<file path="config.mk">
export PLATFORM = sky130hd
export DESIGN_NAME = mdio_cmd_master
export DESIGN_NICKNAME = d
export VERILOG_FILES = /design/src/rtl/mdio_cmd_pkg.sv /design/src/rtl/mdio_clk_gen.sv /design/src/rtl/mdio_frame_fsm.sv /design/src/rtl/mdio_cmd_master.sv
export SDC_FILE = /design/constraint.sdc
export NUM_CORES = 1
export LEC_CHECK = 0
export BUFFER_PORTS_ARGS = -buffer_cell sky130_fd_sc_hd__buf_2
export CORE_MARGIN = 4
export CORE_UTILIZATION = 35
export CTS_CLUSTER_SIZE = 40
export DETAILED_ROUTE_END_ITERATION = 12
export PLACE_DENSITY = 0.63
export SLEW_MARGIN = 0
export SYNTH_ARGS = -nofsm -noshare
export SYNTH_HDL_FRONTEND = slang
export SYNTH_HIERARCHICAL = 1
export SYNTH_SLANG_ARGS = --single-unit
</file>
<file path="constraint.sdc">
create_clock -name clk -period 5 [get_ports clk]
set_input_delay 0 -clock clk [delete_from_list [all_inputs] [get_ports clk]]
set_output_delay 0 -clock clk [all_outputs]
set_load 0.02 [all_outputs]
</file>
<file path="src/rtl/mdio_cmd_pkg.sv">
package mdio_cmd_pkg;
    localparam int REG_W         = 32;
    localparam int DIV_W         = 7;
    localparam int DATA_W        = 16;
    localparam int ADDR_W        = 5;
    localparam int FRAME_BITS    = 32;
    localparam int PREAMBLE_BITS = 32;
    localparam int BIT_START     = 30;
    localparam int BIT_READ      = 29;
    localparam int BIT_PRE_EN    = 7;
    localparam int BIT_DONE      = 8;

    typedef enum logic [1:0] {
        ST_IDLE,
        ST_PREAMBLE,
        ST_SHIFT
    } mdio_state_t;
endpackage

</file>
<file path="src/rtl/mdio_clk_gen.sv">
module mdio_clk_gen #(
    parameter int DIV_W = 7
) (
    input  logic             clk,
    input  logic             rst_n,
    input  logic             run,
    input  logic [DIV_W-1:0] div,
    output logic             mdc,
    output logic             rise_tick,
    output logic             fall_tick
);
    logic [DIV_W-1:0] cnt_q;
    logic             tick;

    assign tick      = run && (cnt_q == div);
    assign rise_tick = tick && !mdc;
    assign fall_tick = tick && mdc;

    always_ff @(posedge clk) begin
        if (!rst_n) begin
            cnt_q <= '0;
            mdc   <= 1'b0;
        end else if (!run) begin
            cnt_q <= '0;
            mdc   <= 1'b0;
        end else if (tick) begin
            cnt_q <= '0;
            mdc   <= ~mdc;
        end else begin
            cnt_q <= cnt_q + 1'b1;
        end
    end

    // the clock only moves on a divider wrap
    assert_mdc_hold_R5: assert property (@(posedge clk) disable iff (!rst_n)
        (run && !tick) |=> $stable(mdc));
endmodule

</file>
<file path="src/rtl/mdio_frame_fsm.sv">
module mdio_frame_fsm
    import mdio_cmd_pkg::*;
#(
    parameter int FRAME_W = FRAME_BITS,
    parameter int PRE_W   = PREAMBLE_BITS,
    parameter int DW      = DATA_W
) (
    input  logic               clk,
    input  logic               rst_n,
    input  logic               launch,
    input  logic [FRAME_W-1:0] frame_in,
    input  logic               rd_in,
    input  logic               pre_in,
    input  logic               rise_tick,
    input  logic               fall_tick,
    input  logic               mdio_in,
    output logic               busy,
    output logic               finish,
    output logic [DW-1:0]      rd_data,
    output logic               mdio_out,
    output logic               mdio_oe
);
    localparam int SPAN  = (FRAME_W > PRE_W) ? FRAME_W : PRE_W;
    localparam int CNT_W = $clog2(SPAN);
    localparam logic [CNT_W-1:0] IDX_LAST_FRM = CNT_W'(FRAME_W - 1);
    localparam logic [CNT_W-1:0] IDX_LAST_PRE = CNT_W'(PRE_W - 1);
    localparam logic [CNT_W-1:0] IDX_RELEASE  = CNT_W'(FRAME_W - DW - 2);
    localparam logic [CNT_W-1:0] IDX_CAPTURE  = CNT_W'(FRAME_W - DW);

    mdio_state_t        state_q, state_d;
    logic [CNT_W-1:0]   idx_q;
    logic [FRAME_W-1:0] shreg_q;
    logic               rd_q;
    logic [DW-1:0]      rdsh_q;

    always_comb begin
        state_d = state_q;
        unique case (state_q)
            ST_IDLE:     if (launch) state_d = pre_in ? ST_PREAMBLE : ST_SHIFT;
            ST_PREAMBLE: if (fall_tick && idx_q == IDX_LAST_PRE) state_d = ST_SHIFT;
            ST_SHIFT:    if (fall_tick && idx_q == IDX_LAST_FRM) state_d = ST_IDLE;
            default:     state_d = ST_IDLE;
        endcase
    end

    always_ff @(posedge clk) begin
        if (!rst_n) state_q <= ST_IDLE;
        else        state_q <= state_d;
    end

    always_ff @(posedge clk) begin
        if (!rst_n) begin
            idx_q   <= '0;
            shreg_q <= '0;
            rd_q    <= 1'b0;
            rdsh_q  <= '0;
        end else begin
            unique case (state_q)
                ST_IDLE: if (launch) begin
                    idx_q   <= '0;
                    shreg_q <= frame_in;
                    rd_q    <= rd_in;
                    rdsh_q  <= '0;
                end
                ST_PREAMBLE: if (fall_tick)
                    idx_q <= (idx_q == IDX_LAST_PRE) ? '0 : idx_q + 1'b1;
                ST_SHIFT: begin
                    if (fall_tick) begin
                        idx_q   <= (idx_q == IDX_LAST_FRM) ? '0 : idx_q + 1'b1;
                        shreg_q <= {shreg_q[FRAME_W-2:0], 1'b0};
                    end
                    if (rise_tick && rd_q && idx_q >= IDX_CAPTURE)
                        rdsh_q <= {rdsh_q[DW-2:0], mdio_in};
                end
                default: idx_q <= '0;
            endcase
        end
    end

    always_comb begin
        mdio_out = 1'b0;
        mdio_oe  = 1'b0;
        unique case (state_q)
            ST_IDLE: begin
                mdio_out = 1'b0;
                mdio_oe  = 1'b0;
            end
            ST_PREAMBLE: begin
                mdio_out = 1'b1;
                mdio_oe  = 1'b1;
            end
            ST_SHIFT: begin
                mdio_out = shreg_q[FRAME_W-1];
                mdio_oe  = !(rd_q && idx_q >= IDX_RELEASE);
            end
            default: begin
                mdio_out = 1'b0;
                mdio_oe  = 1'b0;
            end
        endcase
    end

    assign busy    = (state_q != ST_IDLE);
    assign finish  = (state_q == ST_SHIFT) && fall_tick && (idx_q == IDX_LAST_FRM);
    assign rd_data = rdsh_q;

    // entering the turnaround of a read frees the line
    assert_read_release_R7: assert property (@(posedge clk) disable iff (!rst_n)
        (state_q == ST_SHIFT && rd_q && fall_tick && idx_q == IDX_RELEASE - 1'b1)
        |=> !mdio_oe);
    // the register side only launches into an idle sequencer
    assert_launch_idle_R9: assert property (@(posedge clk) disable iff (!rst_n)
        launch |-> (state_q == ST_IDLE));
endmodule

</file>
<file path="src/rtl/mdio_cmd_master.sv">
module mdio_cmd_master
    import mdio_cmd_pkg::*;
(
    input  logic              clk,
    input  logic              rst_n,
    input  logic              reg_wr,
    input  logic              reg_sel,
    input  logic [REG_W-1:0]  reg_wdata,
    output logic [REG_W-1:0]  reg_rdata,
    input  logic              legacy_sel,
    output logic              mdc,
    output logic              mdio_out,
    output logic              mdio_oe,
    input  logic              mdio_in
);
    localparam int PAD_W = REG_W - DIV_W - 2;

    logic [DIV_W-1:0]      div_q;
    logic                  pre_q;
    logic                  done_q;
    logic [REG_W-1:0]      data_q;
    logic                  busy, finish, rise_tick, fall_tick;
    logic [DATA_W-1:0]     rd_data;
    logic                  ctrl_wr, data_wr, launch, rd_req;
    logic [ADDR_W-1:0]     dev_f, reg_f;
    logic [FRAME_BITS-1:0] frame_w;

    assign ctrl_wr = reg_wr && !reg_sel && !busy;
    assign data_wr = reg_wr && reg_sel && !busy;
    assign launch  = data_wr && reg_wdata[BIT_START];
    assign rd_req  = reg_wdata[BIT_READ];

    always_comb begin
        if (legacy_sel) begin
            dev_f = reg_wdata[26:22];
            reg_f = {1'b0, reg_wdata[21:18]};
        end else begin
            dev_f = reg_wdata[27:23];
            reg_f = reg_wdata[22:18];
        end
        frame_w = {2'b01, rd_req ? 2'b10 : 2'b01, dev_f, reg_f,
                   rd_req ? 2'b11 : 2'b10,
                   rd_req ? {DATA_W{1'b1}} : reg_wdata[DATA_W-1:0]};
    end

    always_ff @(posedge clk) begin
        if (!rst_n) begin
            div_q  <= '0;
            pre_q  <= 1'b0;
            done_q <= 1'b0;
            data_q <= '0;
        end else begin
            if (ctrl_wr) begin
                div_q <= reg_wdata[DIV_W-1:0];
                pre_q <= reg_wdata[BIT_PRE_EN];
            end
            if (data_wr)
                data_q <= reg_wdata;
            else if (finish && rd_req_q)
                data_q[DATA_W-1:0] <= rd_data;
            if (launch)      done_q <= 1'b0;
            else if (finish) done_q <= 1'b1;
        end
    end

    logic rd_req_q;
    always_ff @(posedge clk) begin
        if (!rst_n)      rd_req_q <= 1'b0;
        else if (launch) rd_req_q <= rd_req;
    end

    assign reg_rdata = reg_sel ? data_q : {{PAD_W{1'b0}}, done_q, pre_q, div_q};

    mdio_clk_gen #(.DIV_W(DIV_W)) clk_gen_i (
        .clk       (clk),
        .rst_n     (rst_n),
        .run       (busy),
        .div       (div_q),
        .mdc       (mdc),
        .rise_tick (rise_tick),
        .fall_tick (fall_tick)
    );

    mdio_frame_fsm #(
        .FRAME_W (FRAME_BITS),
        .PRE_W   (PREAMBLE_BITS),
        .DW      (DATA_W)
    ) frame_i (
        .clk       (clk),
        .rst_n     (rst_n),
        .launch    (launch),
        .frame_in  (frame_w),
        .rd_in     (rd_req),
        .pre_in    (pre_q),
        .rise_tick (rise_tick),
        .fall_tick (fall_tick),
        .mdio_in   (mdio_in),
        .busy      (busy),
        .finish    (finish),
        .rd_data   (rd_data),
        .mdio_out  (mdio_out),
        .mdio_oe   (mdio_oe)
    );

    assert_done_low_busy_R4: assert property (@(posedge clk) disable iff (!rst_n)
        busy |-> !done_q);
    assert_busy_data_wr_ignored_R9: assert property (@(posedge clk) disable iff (!rst_n)
        (busy && reg_wr && reg_sel && !finish) |=> $stable(data_q));
    assert_busy_ctrl_wr_ignored_R9: assert property (@(posedge clk) disable iff (!rst_n)
        (busy && reg_wr && !reg_sel) |=> ($stable(div_q) && $stable(pre_q)));
    assert_idle_quiet_R10: assert property (@(posedge clk) disable iff (!rst_n)
        !busy |-> (!mdc && !mdio_oe));
endmodule

</file>
# --- Yosys cells after proc, flatten, opt, wreduce, memory -nomap -nowiden ---
# Cells that the tools add are included.
word_totals:
  inputBits: 38
  latchBits: 0
  ram_bits: 0
  mem_count: 0
  word_cells: 87
  mem_bits_ro: 0
  out_inout_bits: 35
  reg_bits: 106
op_classes:
  multipliers: 0
  shifts: 0
  n_addsub: 2
  n_div: 0
  n_lt_le_gt_ge: 2
  muxes: 25
  reduce_logical: 32
  n_eq_ne: 10
  n_bitwise: 3
ops:
  columns: ["operator", "count"]
  rows:
  - ["two-way mux 32 bit", 3]
  - ["two-way mux 16 bit", 5]
  - ["one-hot mux 32 bit (2 select lines)", 1]
  - ["one-hot mux 16 bit (2 select lines)", 1]
  - ["two-way mux 5 bit", 5]
  - ["logical AND 1 bit", 15]
  - ["!= test 2 x 1 -> 1 bit, second input constant", 6]
  - ["two-way mux 2 bit", 5]
  - ["one-hot mux 5 bit (2 select lines)", 1]
  - ["AND reduction 3 bit", 3]
  - ["adder 7 x 1 -> 7 bit, second input constant", 1]
  - ["equality test 7 bit", 1]
  - ["one-hot mux 2 bit (3 select lines)", 1]
  - ["AND reduction 2 bit", 3]
  - ["nonzero test 2 bit", 3]
  - ["adder 5 x 1 -> 5 bit, second input constant", 1]
  - ["equality test 5 bit, second input constant", 1]
  - ["greater-or-equal comparator 5 x 4 -> 1 bit, second input constant", 1]
  - ["greater-or-equal comparator 5 bit, second input constant", 1]
  - ["logical NOT 1 bit", 4]
  - ["one-hot mux 1 bit (2 select lines)", 2]
  - ["OR reduction 2 bit", 2]
  - ["inverter 1 bit", 3]
  - ["OR reduction 3 bit", 1]
  - ["4 further kinds", 4]

# --- Depth between registers and ports, before layout ---
# Gate-level depths: netlist of run 1.
depth:
  ltp_word: 8
  mapped_depth: 13
  depth_no_buf: 9

# --- Hierarchy ---
# Netlist of run 1, hierarchy kept.
modules_own_cells:
  columns: ["mod", "area_per_inst_um2", "cells_per_inst", "seq_area_each_um2", "instances"]
  rows:
  - ["mdio_frame_fsm", 2826.5, 290, 1121.1, 1]
  - ["mdio_cmd_master", 2224.6, 258, 840.8, 1]
  - ["mdio_clk_gen", 390.4, 44, 160.2, 1]

# --- Worst setup path before layout of run 1 ---
# OpenSTA, ideal clock, no wires.
synth_path:
  path_type: "register to register"
  start: "register frame_i.state_q[0]"
  end: "register frame_i.rdsh_q[5], in the netlist frame_i/rd_data[5]"
  setup_ns: 0.072
  t_arrival_ns: 2.288
  required_ns: 4.928
  stages_incl_launch_ff: 12
  path_buffers: 2
  synth_period_minus_slack_ns: 2.359
  setup_slack_ns: 2.641
  cell_sequence: "dfxtp_1 -> inv_1 -> ha_1 -> buf_2 -> inv_1 -> nand4_2 -> or3_1 -> inv_1 -> nand3_1 -> a211oi_4 -> buf_6 -> mux2i_1"
synth_via:
  elab_chain_len: 7
  word_cells_on_any_way: 15
  cone_classes: "eq/ne: 3; mux: 1; reduce/logical: 11"
synth_lines:
  columns: ["element", "line_no", "text"]
  rows:
  - ["start: declaration", "mdio_frame_fsm.sv:30", "mdio_state_t state_q, state_d;"]
  - ["start signal: assignment", "mdio_frame_fsm.sv:48", "else state_q <= state_d;"]
  - ["nonzero test 2 bit", "mdio_frame_fsm.sv:103", "assign busy = (state_q != ST_IDLE);"]
  - ["via busy", "mdio_cmd_master.sv:22", "logic busy, finish, rise_tick, fall_tick;"]
  - ["logical AND 1 bit", "mdio_clk_gen.sv:15", "assign tick = run && (cnt_q == div);"]
  - ["logical AND 1 bit", "mdio_clk_gen.sv:16", "assign rise_tick = tick && !mdc;"]
  - ["via rise_tick", "mdio_cmd_master.sv:22", null]
  - ["logical AND 1 bit (2 in series)", "mdio_frame_fsm.sv:72", "if (rise_tick && rd_q && idx_q >= IDX_CAPTURE)"]
  - ["!= test 2 x 1 -> 1 bit (no source line)", null, null]
  - ["AND reduction 3 bit (no source line)", null, null]
  - ["end signal: assignment", "mdio_frame_fsm.sv:73", "rdsh_q <= {rdsh_q[DW-2:0], mdio_in};"]
  - ["end: declaration", "mdio_frame_fsm.sv:34", "logic [DW-1:0] rdsh_q;"]
# The timed path passes the listed nets, and every way through them passes these cells.
# A chain may end at the register's enable or synchronous reset.

# --- Final worst setup path of run 1 ---
layout_path:
  start: "register frame_i.state_q[0]"
  end: "register data_q[11]"
layout_via:
  elab_chain_len: 7
  word_cells_on_any_way: 11
  cone_classes: "eq/ne: 1; mux: 1; reduce/logical: 9"
layout_lines:
  columns: ["element", "line_no", "text"]
  rows:
  - ["nonzero test 2 bit", "mdio_frame_fsm.sv:103", null]
  - ["via busy", "mdio_cmd_master.sv:22", null]
  - ["logical AND 1 bit", "mdio_clk_gen.sv:15", null]
  - ["logical AND 1 bit", "mdio_clk_gen.sv:17", "assign fall_tick = tick && mdc;"]
  - ["via fall_tick", "mdio_cmd_master.sv:22", null]
  - ["logical AND 1 bit (2 in series)", "mdio_frame_fsm.sv:104", "assign finish = (state_q == ST_SHIFT) && fall_tick && (idx_q == IDX_LAST_FRM);"]
  - ["via finish", "mdio_cmd_master.sv:22", null]
  - ["logical AND 1 bit", "mdio_cmd_master.sv:59", "else if (finish && rd_req_q)"]
  - ["nonzero test 2 bit (no source line)", null, null]
  - ["end signal: assignment", "mdio_cmd_master.sv:58", "data_q <= reg_wdata;"]
  - ["end signal: indexed assignment", "mdio_cmd_master.sv:60", "data_q[DATA_W-1:0] <= rd_data;"]
  - ["end: declaration", "mdio_cmd_master.sv:21", "logic [REG_W-1:0] data_q;"]
# The timed path passes the listed nets, and every way through them passes these cells.

==> key figures, run 1 <==
STA
  • Final Hold Violating Endpoints: 0
  • RSZ-0062 raised after global routing: no
  • Relative slew slack: 0.2783
  • Minimum clock period: ~3.4 ns
  • Worst-Margin Slew: between 1 and 1.5 ns
  • Hold Slack: just over 0.02 ns
  • Setup tns final: 0 ns
  • # setup viols final: 0
  • Final period util: 0.6875
  • Slew Viols, Final: 0
  • F_max: roughly 290 MHz
  • Clock Skews: around 0.008 ns

Clock tree
  • H-tree depth: 3
  • Clk_lat worst skew: roughly 0.35 ns
  • Clk buf depth: 2
  • Post-CTS setup buffers: 0
  • Post_cts resized: 0
  • CTS Root Cell: clkbuf_16
  • Hold Buf Count CTS: 26
  • Sink Count: approximately 110
  • CTS tree: yes
  • Cts bufs inserted: 9
  • Clk slew on worst S/H paths: around 0.070 ns

Setup path
  • Crit-path max cell delay: ~0.67 ns
  • Worst Setup End Kind: register
  • Delay-heaviest family, CP: simple AND/OR/NAND/NOR gates
  • Worst Path Max Fanout: 18
  • Setup CP Type: register to register
  • WP data arrival: roughly 3.7 ns
  • Crit path required time: approximately 5.2 ns
  • Critical Path Slowest Stage Cell: and3_1
  • Worst path bufs/invs: 2
  • Startpoint Class: register
  • Worst-path cell chain: inv_1 > ha_1 > inv_1 > nand4_2 > nor3_1 > and3_1 > nand2_1 > a21oi_2 > a21oi_2

Synth
  • Main synth FF type: dfxtp_1
  • Synth warn: 6
  • Post-synth EDFFs: 0
  • Synth Instances: 592
  • Flops & latches, synth: ~110
  • Synth top area cells: dfxtp_1 (39%), mux2i_1 (10%), o211a_1 (5.7%)
  • Distinct cells, synth: slightly below 50
  • Mapped cell area: 5441 um^2
  • Area leader, netlist: dfxtp_1
  • Syn Area/Cell: just over 9 um^2
  • Ys async rst share: 0
  • Share of the synthesized area in the top cell type: 0.3900
  • Register area share after synthesis: 0.3900

Status
  • Run status: complete, no violations

Floorplanning
  • Die ar.: approximately 18000 um^2
  • Die W: about 130 um
  • Die Ht: 132.7 um
  • Core ar.: ~15000 um^2
  • I/O pins: 73
  • Rows: 45
  • Initial Util: 0.3579

GRT
  • Met3 GRT Util: 0.03156
  • Gr busiest metal: met2
  • GRT Total Usage: 0.1556
  • Met2 GRT Util: 0.2649
  • Total gr overflow: 0
  • GR Util met1: 0.1890
  • First-pass GRT wire length: approximately 23 mm
  • Largest net degree at the start of global routing: 70
  • Vias in the first global route: ~4500
  • Antenna violations before repair: 0

Detailed routing
  • Remaining DRCs: 0
  • Total Routed Length: 13.93 mm
  • Drt pass-1 iters: 4
  • Routed Antenna Nets: 0
  • Drt wl/cell: 16.46 um
  • DRT iter0 DRCs: a little over 400
  • DR vias/cell: 5.313
  • Total number of vias: 4495

Placement
  • IO Port Bufs: 72
  • Placer Congestion: slightly below 0.9
  • DPL Wire Length: ~9.3 mm
  • Post-DP Area: between 5000 and 6000 um^2

Worst hold path
  • Hold WC Path Type: input port to register

Layout
  • Area grow syn2layout: 16.79%
  • Share of post-route cells with drive strength above 1: 0.2264
  • Antenna Cells: 0
  • Design Area, Final: approximately 6400 um^2
  • Nets: roughly 700
  • Core Util, Final: 0.4180

Pwr
  • PD cells: 380.5 nW/um^2
  • Peak VDD IR: approximately 0.19 mV
  • Leakage: roughly 2.7 nW

Job
  • Max-Cap Viols: 0
-- worst min-delay path: cells and delay by family --
| family | cells | cell delay, ns |
|---|---|---|
| AO/OA/AOI/OAI | 2 | 0.19 |
| buffers and inverters | 1 | 0.13 |
-- metrics by stage --
| step | setup WS, ns | power [mW] | cells |
|---|---|---|---|
| 3_5_place_dp | 1.615 | 1.657 | 805 |
| 2_1_floorplan | 2.641 | 1.545 | 593 |
| 5_1_grt | 1.254 | 2.541 | 846 |
| 6_report | 1.562 | 2.418 | 846 |
| 4_1_cts | 1.581 | 2.437 | 846 |
| 3_3_place_gp | 1.746 | 1.633 | 805 |
-- Yosys cell counts, drive strengths merged (3+ instances only) --
master and number:
a21oi 38, inv 8, xnor2 10, nand2 52, nand2b 3, clkbuf 30
buf 25, and3 4, a21boi 21, nor2b 12, mux2i 55, o21ai 26
or2 17, and2 25, mux2 14, ha 6, nor2 11, nand3 38
dfxtp 106, o211a 31, nand4 36
-- registers in the layout, summed over array words and instances (netlist names) --
register,flops
frame_i/state_q,2
frame_i/rd_q,1
frame_i/shreg_q,32
pre_q,1
frame_i/rd_data,16
div_q,7
clk_gen_i/mdc,1
clk_gen_i/cnt_q,7
done_q,1
data_q,32
rd_req_q,1
frame_i/idx_q,5
-- logic make-up after synthesis --
family / after synthesis / synth area share
buffers and inverters: 63 / 0.06369
other: 2 / 0.001380
AO/OA/AOI/OAI: 126 / 0.1738
multiplexers: 69 / 0.1301
flip-flops: 106 / 0.3900
adder cells (fa/ha/maj): 6 / 0.01380
AND/OR/NAND/NOR: 208 / 0.2079
XOR/XNOR: 12 / 0.01931
-- path summary, 6_finish.rpt --
kind	start	to	slack, ns	cells after the start
min reg2reg	data_q[26]$_SDFFE_PN0P_	data_q[26]$_SDFFE_PN0P_	0.45	2
max reg2reg	frame_i/state_q[0]$_SDFFE_PN0P_	data_q[11]$_SDFFE_PN0P_	1.56	9
min	reg_wdata[3]	data_q[3]$_SDFFE_PN0P_	0.02	3
max	frame_i/state_q[0]$_SDFFE_PN0P_	data_q[11]$_SDFFE_PN0P_	1.56	9
-- metal layers --
metal,vias up,share of wire
met5,-,0
met4,0,0.032
met3,29,0.035
met2,111,0.48
met1,2141,0.45
li1,2214,-
-- placed cells by master, fill, tap and decap left out, drive strengths merged, types with 2 or more instances in the layout --
cell and count:
conb 3, nand3 38, nand2b 3, o31ai 2, or2 17, or4 2
o211a 31, ha 6, buf 79, inv 10, a21oi 38, and2 25
mux2 14, or3 2, dlygate4sd3 26, mux2i 55, xnor2 10, nor3b 2
o21bai 2, o21a 2, nand2 52, a21boi 21, bufinv 2, dfxtp 106
nor2b 12, xor2 2, and3 4, nor2 11, clkbuf 9, o21ai 26
nand4 36
-- power by group --
part / internal, mW / total [mW] / switching [mW]
Combinational: 0.271 / 0.641 / 0.371
Sequential: 0.950 / 1.02 / 0.0653
Clock: 0.439 / 0.762 / 0.323
-- area by class of cell --
type | instances | area, um^2
fill | 1487 | 8847
multi-input combinational | 424 | 2979
sequential | 106 | 2122
timing repair buffer | 105 | 673.1
tap | 188 | 235.2
clock buffer | 9 | 225.2
clock inverter | 6 | 90.09
inverter | 8 | 30.03
No activity file was read; power rests on OpenSTA's default activity.
==> run 2, diff against run 1 <==
clock period = 3.54 ns   (was 5 ns; I/O delays follow)
==> run 2 against run 1 <==
Maximum frequency increased by 23%. Flip-flop and latch count unchanged. Sequential share of layout area decreased by 0.21 points. Via count up 0.31%. Setup slack got worse by 0.83 ns. Die area unchanged. Highest routed layer unchanged.
==> key figures, run 2 (synthesis results as in run 1) <==
Status
  • Run status: complete, no violations

Setup path
  • Worst Setup End Kind: register
  • Worst R2R Path Depth: 11 (+2)
  • Crit path required time: 3.77 ns (-1.46 ns)
  • Crit-path max cell delay: 0.48 ns (-0.19 ns)
  • Worst-path cell chain: inv_1 > ha_1 > inv_1 > nand4_2 > nor3_1 > buf_4 > and3_1 > buf_4 > nand2_1 > a21oi_1 > a21oi_1
  • Worst Path Max Fanout: 18 (unchanged)
  • Startpoint Class: register
  • Reg2reg end: data_q[3]$_SDFFE_PN0P_
  • WP data arrival: 3.03 ns (-0.64 ns)
  • Setup CP Type: register to register
  • CP endpoint: data_q[3]$_SDFFE_PN0P_
  • Worst Setup SP: frame_i/state_q[0]$_SDFFE_PN0P_
  • Critical Path Slowest Stage Cell: nand2_1
  • R2R Setup Slk: 0.73 ns (-0.83 ns)
  • Worst R2R Start: frame_i/state_q[0]$_SDFFE_PN0P_

Detailed routing
  • DR vias/cell: 5.274 (-0.74%)
  • Total number of vias: 4509 (+0.31%)
  • Drt wl/cell: 16.05 um (-2.5%)
  • Total Routed Length: 13.72 mm (-1.5%)
  • Remaining DRCs: 0 (unchanged)
  • Routed Antenna Nets: 0 (unchanged)
  • DRT iter0 DRCs: 317 (-23%)
  • Drt pass-1 iters: 4 (unchanged)

Layout
  • Most frequent cells in the layout: dfxtp_1 (106), buf_2 (72), mux2i_1 (55)
  • Area grow syn2layout: 17.52%
  • Most common cell after layout, fill and taps aside: dfxtp_1
  • Design Area, Final: 6395 um^2 (+0.63%)
  • Share of post-route cells with drive strength above 1: 0.2264 (about the same)
  • Antenna Cells: 0 (unchanged)
  • Fillers: 1496 (+0.61%)
  • Nets: 706 (+1.1%)

Clock tree
  • Sink Count: 106 (unchanged)
  • Clk buf depth: 2 (unchanged)
  • Clk slew on worst S/H paths: 0.07 ns (about the same)
  • Cts bufs inserted: 9 (unchanged)
  • CTS tree: yes
  • Post-CTS setup buffers: 0 (unchanged)
  • H-tree depth: 3 (unchanged)
  • Clk_lat worst skew: 0.35 ns (about the same)
  • CTS Root Cell: clkbuf_16

STA
  • RSZ-0062 raised after global routing: no
  • Setup tns final: 0 ns (unchanged)
  • Final Hold Violating Endpoints: 0 (unchanged)
  • Relative slew slack: 0.3531 (+0.07478)
  • Clock Skews: 0.007207 ns (-0.0005657 ns)
  • F_max: 356.5 MHz (+23%)
  • Minimum clock period: 2.805 ns (-0.6324 ns)
  • Final period util: 0.7925 (+0.1049)
  • Slew Viols, Final: 0 (unchanged)
  • # setup viols final: 0 (unchanged)
  • Worst-Margin Slew: 0.9661 ns (-0.1129 ns)

GRT
  • Vias in the first global route: 4552 (+0.80%)
  • First-pass GRT wire length: 22.77 mm (+1.2%)
  • Largest net degree at the start of global routing: 58 (-17%)
  • GRT Total Usage: 0.1565 (+0.0009218)
  • Antenna violations before repair: 0 (unchanged)
  • Total gr overflow: 0 (unchanged)

Placement
  • Post-DP Area: 5809 um^2 (+0.52%)
  • Placer Congestion: 0.8042 (-7.3%)
  • IO Port Bufs: 72 (unchanged)
  • DPL Wire Length: 9.415 mm (+1.0%)

Pwr
  • Peak VDD IR: 0.2863 mV (+54%)
  • PD cells: 518.9 nW/um^2 (+36%)
  • Leakage: 2.721 nW (+0.80%)
  • Design Power: 3.318 mW (+37%)

Floorplanning
  • Die Ht: 132.7 um (unchanged)
  • Core ar.: 15200 um^2 (unchanged)
  • Die W: 132.7 um (unchanged)
  • Rows: 45 (unchanged)
  • Initial Util: 0.3579 (unchanged)
  • I/O pins: 73 (unchanged)
  • Die ar.: 17610 um^2 (unchanged)

Worst hold path
  • Hold path start: reg_wdata[15]
  • Hold WC Path Type: input port to register

Job
  • Max-Cap Viols: 0 (unchanged)
## run 2: cell types whose count changed in the layout (fill, tap and decap cells not counted)
| cell | change |
|---|---|
| buf_4 | +4 |
| clkbuf_8 | +3 |
| bufinv_16 | -2 |
| clkinv_2 | -1 |
| clkbuf_1 | +3 |
| dlygate4sd3_1 | +4 |
| inv_6 | -2 |
## run 2: per-layer routing
metal,up-vias,GRT usage,wire length (um)
met4,0,0.05889,317
li1,2227,-,-
met2,90,0.2717,6813
met1,2173,0.1949,6059
met3,19,0.02548,530
met5,-,0,0
## run 2: repair_timing
action,CTS,global route
gates resized for setup,0,0
hold buffers,30,0
hold endpoints to repair,32,0
## run 2: worst min path at each step
stage                                         end  slack (ns)  cells past startpoint
after floorplan           data_q[16]$_SDFFE_PN0P_        0.13                      2
after CTS                 data_q[15]$_SDFFE_PN0P_      0.0007                      3
after global placement    data_q[31]$_SDFFE_PN0P_        0.25                      3
final                     data_q[15]$_SDFFE_PN0P_        0.02                      3
after global routing      data_q[10]$_SDFFE_PN0P_        0.05                      3
after detailed placement  data_q[17]$_SDFFE_PN0P_        0.26                      3
## run 2: layout make-up
cell class	count	area, um^2	share of cell area
tap	188	235.2	0.03678
clock inverter	1	7.507	0.001174
timing repair buffer	113	743.2	0.1162
inverter	8	30.03	0.004696
clock buffer	15	277.8	0.04344
sequential	106	2122	0.3318
multi-input combinational	424	2979	0.4659
## run 2: stage by stage
stage | instances | hold slack, ns | util | setup WS (ns)
floorplan | 593 | 0.1348 | - | 1.181
global placement | 809 | 0.2462 | 0.3821 | 0.8771
global route | 855 | 0.05018 | 0.4207 | 0.4136
detailed placement | 809 | 0.2553 | 0.3821 | 0.7685
finish | 855 | 0.01802 | 0.4207 | 0.7347
CTS | 855 | 0.0006767 | 0.4207 | 0.7468
## run 2: where the power goes
part | internal [mW] | leakage, nW | switching [mW] | total, mW
Clock | 0.537 | 0.136 | 0.437 | 0.974
Combinational | 0.387 | 1.72 | 0.529 | 0.916
Sequential | 1.34 | 0.865 | 0.0864 | 1.43
Total | 2.27 | 2.72 | 1.05 | 3.32
## run 2: worst max-delay path, delay by kind of cell (launching register included)
| family | cells | cell delay, ns |
|---|---|---|
| DFF | 1 | 0.36 |
| AOI/OAI and AO/OA | 2 | 0.43 |
| and+or+nand+nor | 4 | 0.92 |
| adders and majority gates | 1 | 0.30 |
| buffers and inverters | 4 | 0.66 |
==> run 3, diff against run 2 <==
clock period = 2.69 ns   (was 3.54 ns; I/O delays follow)
==> run 3 against run 2 <==
Register-to-register slack got worse by 0.39 ns. Cell area is 0.86% higher. Clock skew rose by 0.0019 ns. Final cell count increased by 0.94%. Clock-buffer cell count fell by 3. Wire length increased by 1.5%. Worst hold slack lost 0.014 ns. Power is 32% higher. Critical path type unchanged. Largest cell class unchanged. Largest power group unchanged.
==> key figures, run 3 (synthesis results as in run 1) <==
STA
  • Final Hold Violating Endpoints: 0 (unchanged)
  • F_max: 426.7 MHz (+20%)
  • # setup viols final: 0 (unchanged)
  • Worst-Margin Slew: 0.6165 ns (-0.3496 ns)
  • Clock Skews: 0.009156 ns (+0.001949 ns)
  • Relative slew slack: 0.5890 (+0.2359)
  • Slew Viols, Final: 0 (unchanged)
  • Setup WS post-layout: 0.3462 ns (-0.3885 ns)
  • Setup tns final: 0 ns (unchanged)
  • RSZ-0062 raised after global routing: no
  • Hold Slack: 0.003551 ns (-0.01447 ns)
  • Final period util: 0.8713 (+0.07886)
  • Minimum clock period: 2.344 ns (-0.4615 ns)

GRT
  • GRT Total Usage: 0.1588 (+0.002272)
  • Antenna violations before repair: 0 (unchanged)
  • Largest net degree at the start of global routing: 40 (-31%)
  • First-pass GRT wire length: 23.33 mm (+2.5%)
  • Total gr overflow: 0 (unchanged)
  • Vias in the first global route: 4637 (+1.9%)

Job
  • Max-Cap Viols: 0 (unchanged)

Placement
  • Setup WS pre-CTS: 0.3608 ns (-0.4077 ns)
  • DPL Wire Length: 9.435 mm (+0.21%)
  • IO Port Bufs: 72 (unchanged)
  • Placer Congestion: 0.8328 (+3.6%)

Detailed routing
  • Drt pass-1 iters: 5 (+1)
  • DR vias/cell: 5.286 (+0.24%)
  • DRT iter0 DRCs: 418 (+32%)
  • Drt wl/cell: 16.14 um (+0.60%)
  • Routed Antenna Nets: 0 (unchanged)
  • Total number of vias: 4562 (+1.2%)
  • Remaining DRCs: 0 (unchanged)
  • Total Routed Length: 13.93 mm (+1.5%)

Setup path
  • WP data arrival: 2.61 ns (-0.42 ns)
  • Crit path required time: 2.96 ns (-0.81 ns)
  • Worst Path Max Fanout: 16 (-2)
  • Worst Setup End Kind: register
  • Setup CP Type: register to register
  • Startpoint Class: register

Layout
  • Most frequent cells in the layout: dfxtp_1 (106), buf_2 (72), mux2i_1 (55)
  • Antenna Cells: 0 (unchanged)
  • Nets: 714 (+1.1%)
  • Share of post-route cells with drive strength above 1: 0.2400 (+0.01361)
  • Area grow syn2layout: 18.53%
  • Most common cell after layout, fill and taps aside: dfxtp_1

Clock tree
  • CTS Root Cell: clkbuf_16
  • Post-CTS setup buffers: 0 (unchanged)
  • Clk buf depth: 2 (unchanged)
  • Cts bufs inserted: 9 (unchanged)
  • Clk_lat worst skew: 0.35 ns (about the same)
  • CTS tree: yes
  • Hold Buf Count CTS: 29 (-3.3%)
  • Sink Count: 106 (unchanged)
  • Clk slew on worst S/H paths: 0.07 ns (about the same)
  • H-tree depth: 3 (unchanged)
  • Post_cts resized: 0 (unchanged)

Floorplanning
  • Die ar.: 17610 um^2 (unchanged)
  • Core ar.: 15200 um^2 (unchanged)
  • Die Ht: 132.7 um (unchanged)
  • Rows: 45 (unchanged)
  • Die W: 132.7 um (unchanged)
  • Initial Util: 0.3579 (unchanged)
  • I/O pins: 73 (unchanged)

Status
  • Run status: complete, no violations

Pwr
  • Design Power: 4.381 mW (+32%)
  • PD cells: 679.3 nW/um^2 (+31%)
  • Peak VDD IR: 0.3513 mV (+23%)
  • Leakage: 2.762 nW (+1.5%)

Worst hold path
  • Hold WC Path Type: input port to register
## run 3: cell count changes in the layout (fill, tap and decap cells not counted)
| cell | delta |
|---|---|
| clkinv_2 | +2 |
| buf_4 | +9 |
| clkinv_4 | +1 |
| clkbuf_8 | -1 |
| dlygate4sd3_1 | -1 |
| clkbuf_1 | -2 |
## run 3: metrics by stage
step | cell area (um^2) | util | cells
finish | 6450 | 0.4243 | 863
global route | 6450 | 0.4243 | 863
CTS | 6450 | 0.4243 | 863
detailed placement | 5877 | 0.3866 | 818
global placement | 5877 | 0.3866 | 818
floorplan | 5445 | - | 593
## run 3: power breakdown
group / switching, mW / internal, mW / total [mW] / leakage, nW
logic: 0.709 / 0.525 / 1.23 / 1.76
clock network: 0.590 / 0.678 / 1.27 / 0.139
registers: 0.113 / 1.77 / 1.88 / 0.865
## run 3: layout make-up
type	count	area, um^2
tap	188	235.2
clock buffer	12	256.5
clock inverter	4	26.28
fill	1460	8752
inverter	8	30.03
sequential	106	2122
timing repair buffer	121	800.8
multi-input combinational	424	2979
## run 3: critical path, stage by stage, from the launching register on
cell and delay (ns):
dfxtp_1 0.35, inv_1 0.07, ha_1 0.20, inv_1 0.16, nand4_2 0.14, or3_1 0.35, inv_1 0.07, nand3_1 0.12
a211oi_4 0.24, buf_4 0.31, mux2i_1 0.26
## run 3: per-layer routing
metal	part of all wire	up-vias	track usage
met1	0.46	2172	0.2047
met5	0	-	0
li1	-	2247	-
met3	0.033	27	0.02281
met2	0.48	116	0.2646
met4	0.027	0	0.06986
## run 3: worst paths after layout
check | depth (start not counted) | from | slack [ns] | endpoint
max | 10 | frame_i/state_q[0]$_SDFFE_PN0P_ | 0.35 | frame_i/rd_data[3]$_SDFFE_PN0P_
min | 3 | reg_wdata[8] | 0.004 | data_q[8]$_SDFFE_PN0P_
max reg2reg | 10 | frame_i/state_q[0]$_SDFFE_PN0P_ | 0.35 | frame_i/rd_data[3]$_SDFFE_PN0P_
min reg2reg | 2 | data_q[16]$_SDFFE_PN0P_ | 0.45 | data_q[16]$_SDFFE_PN0P_
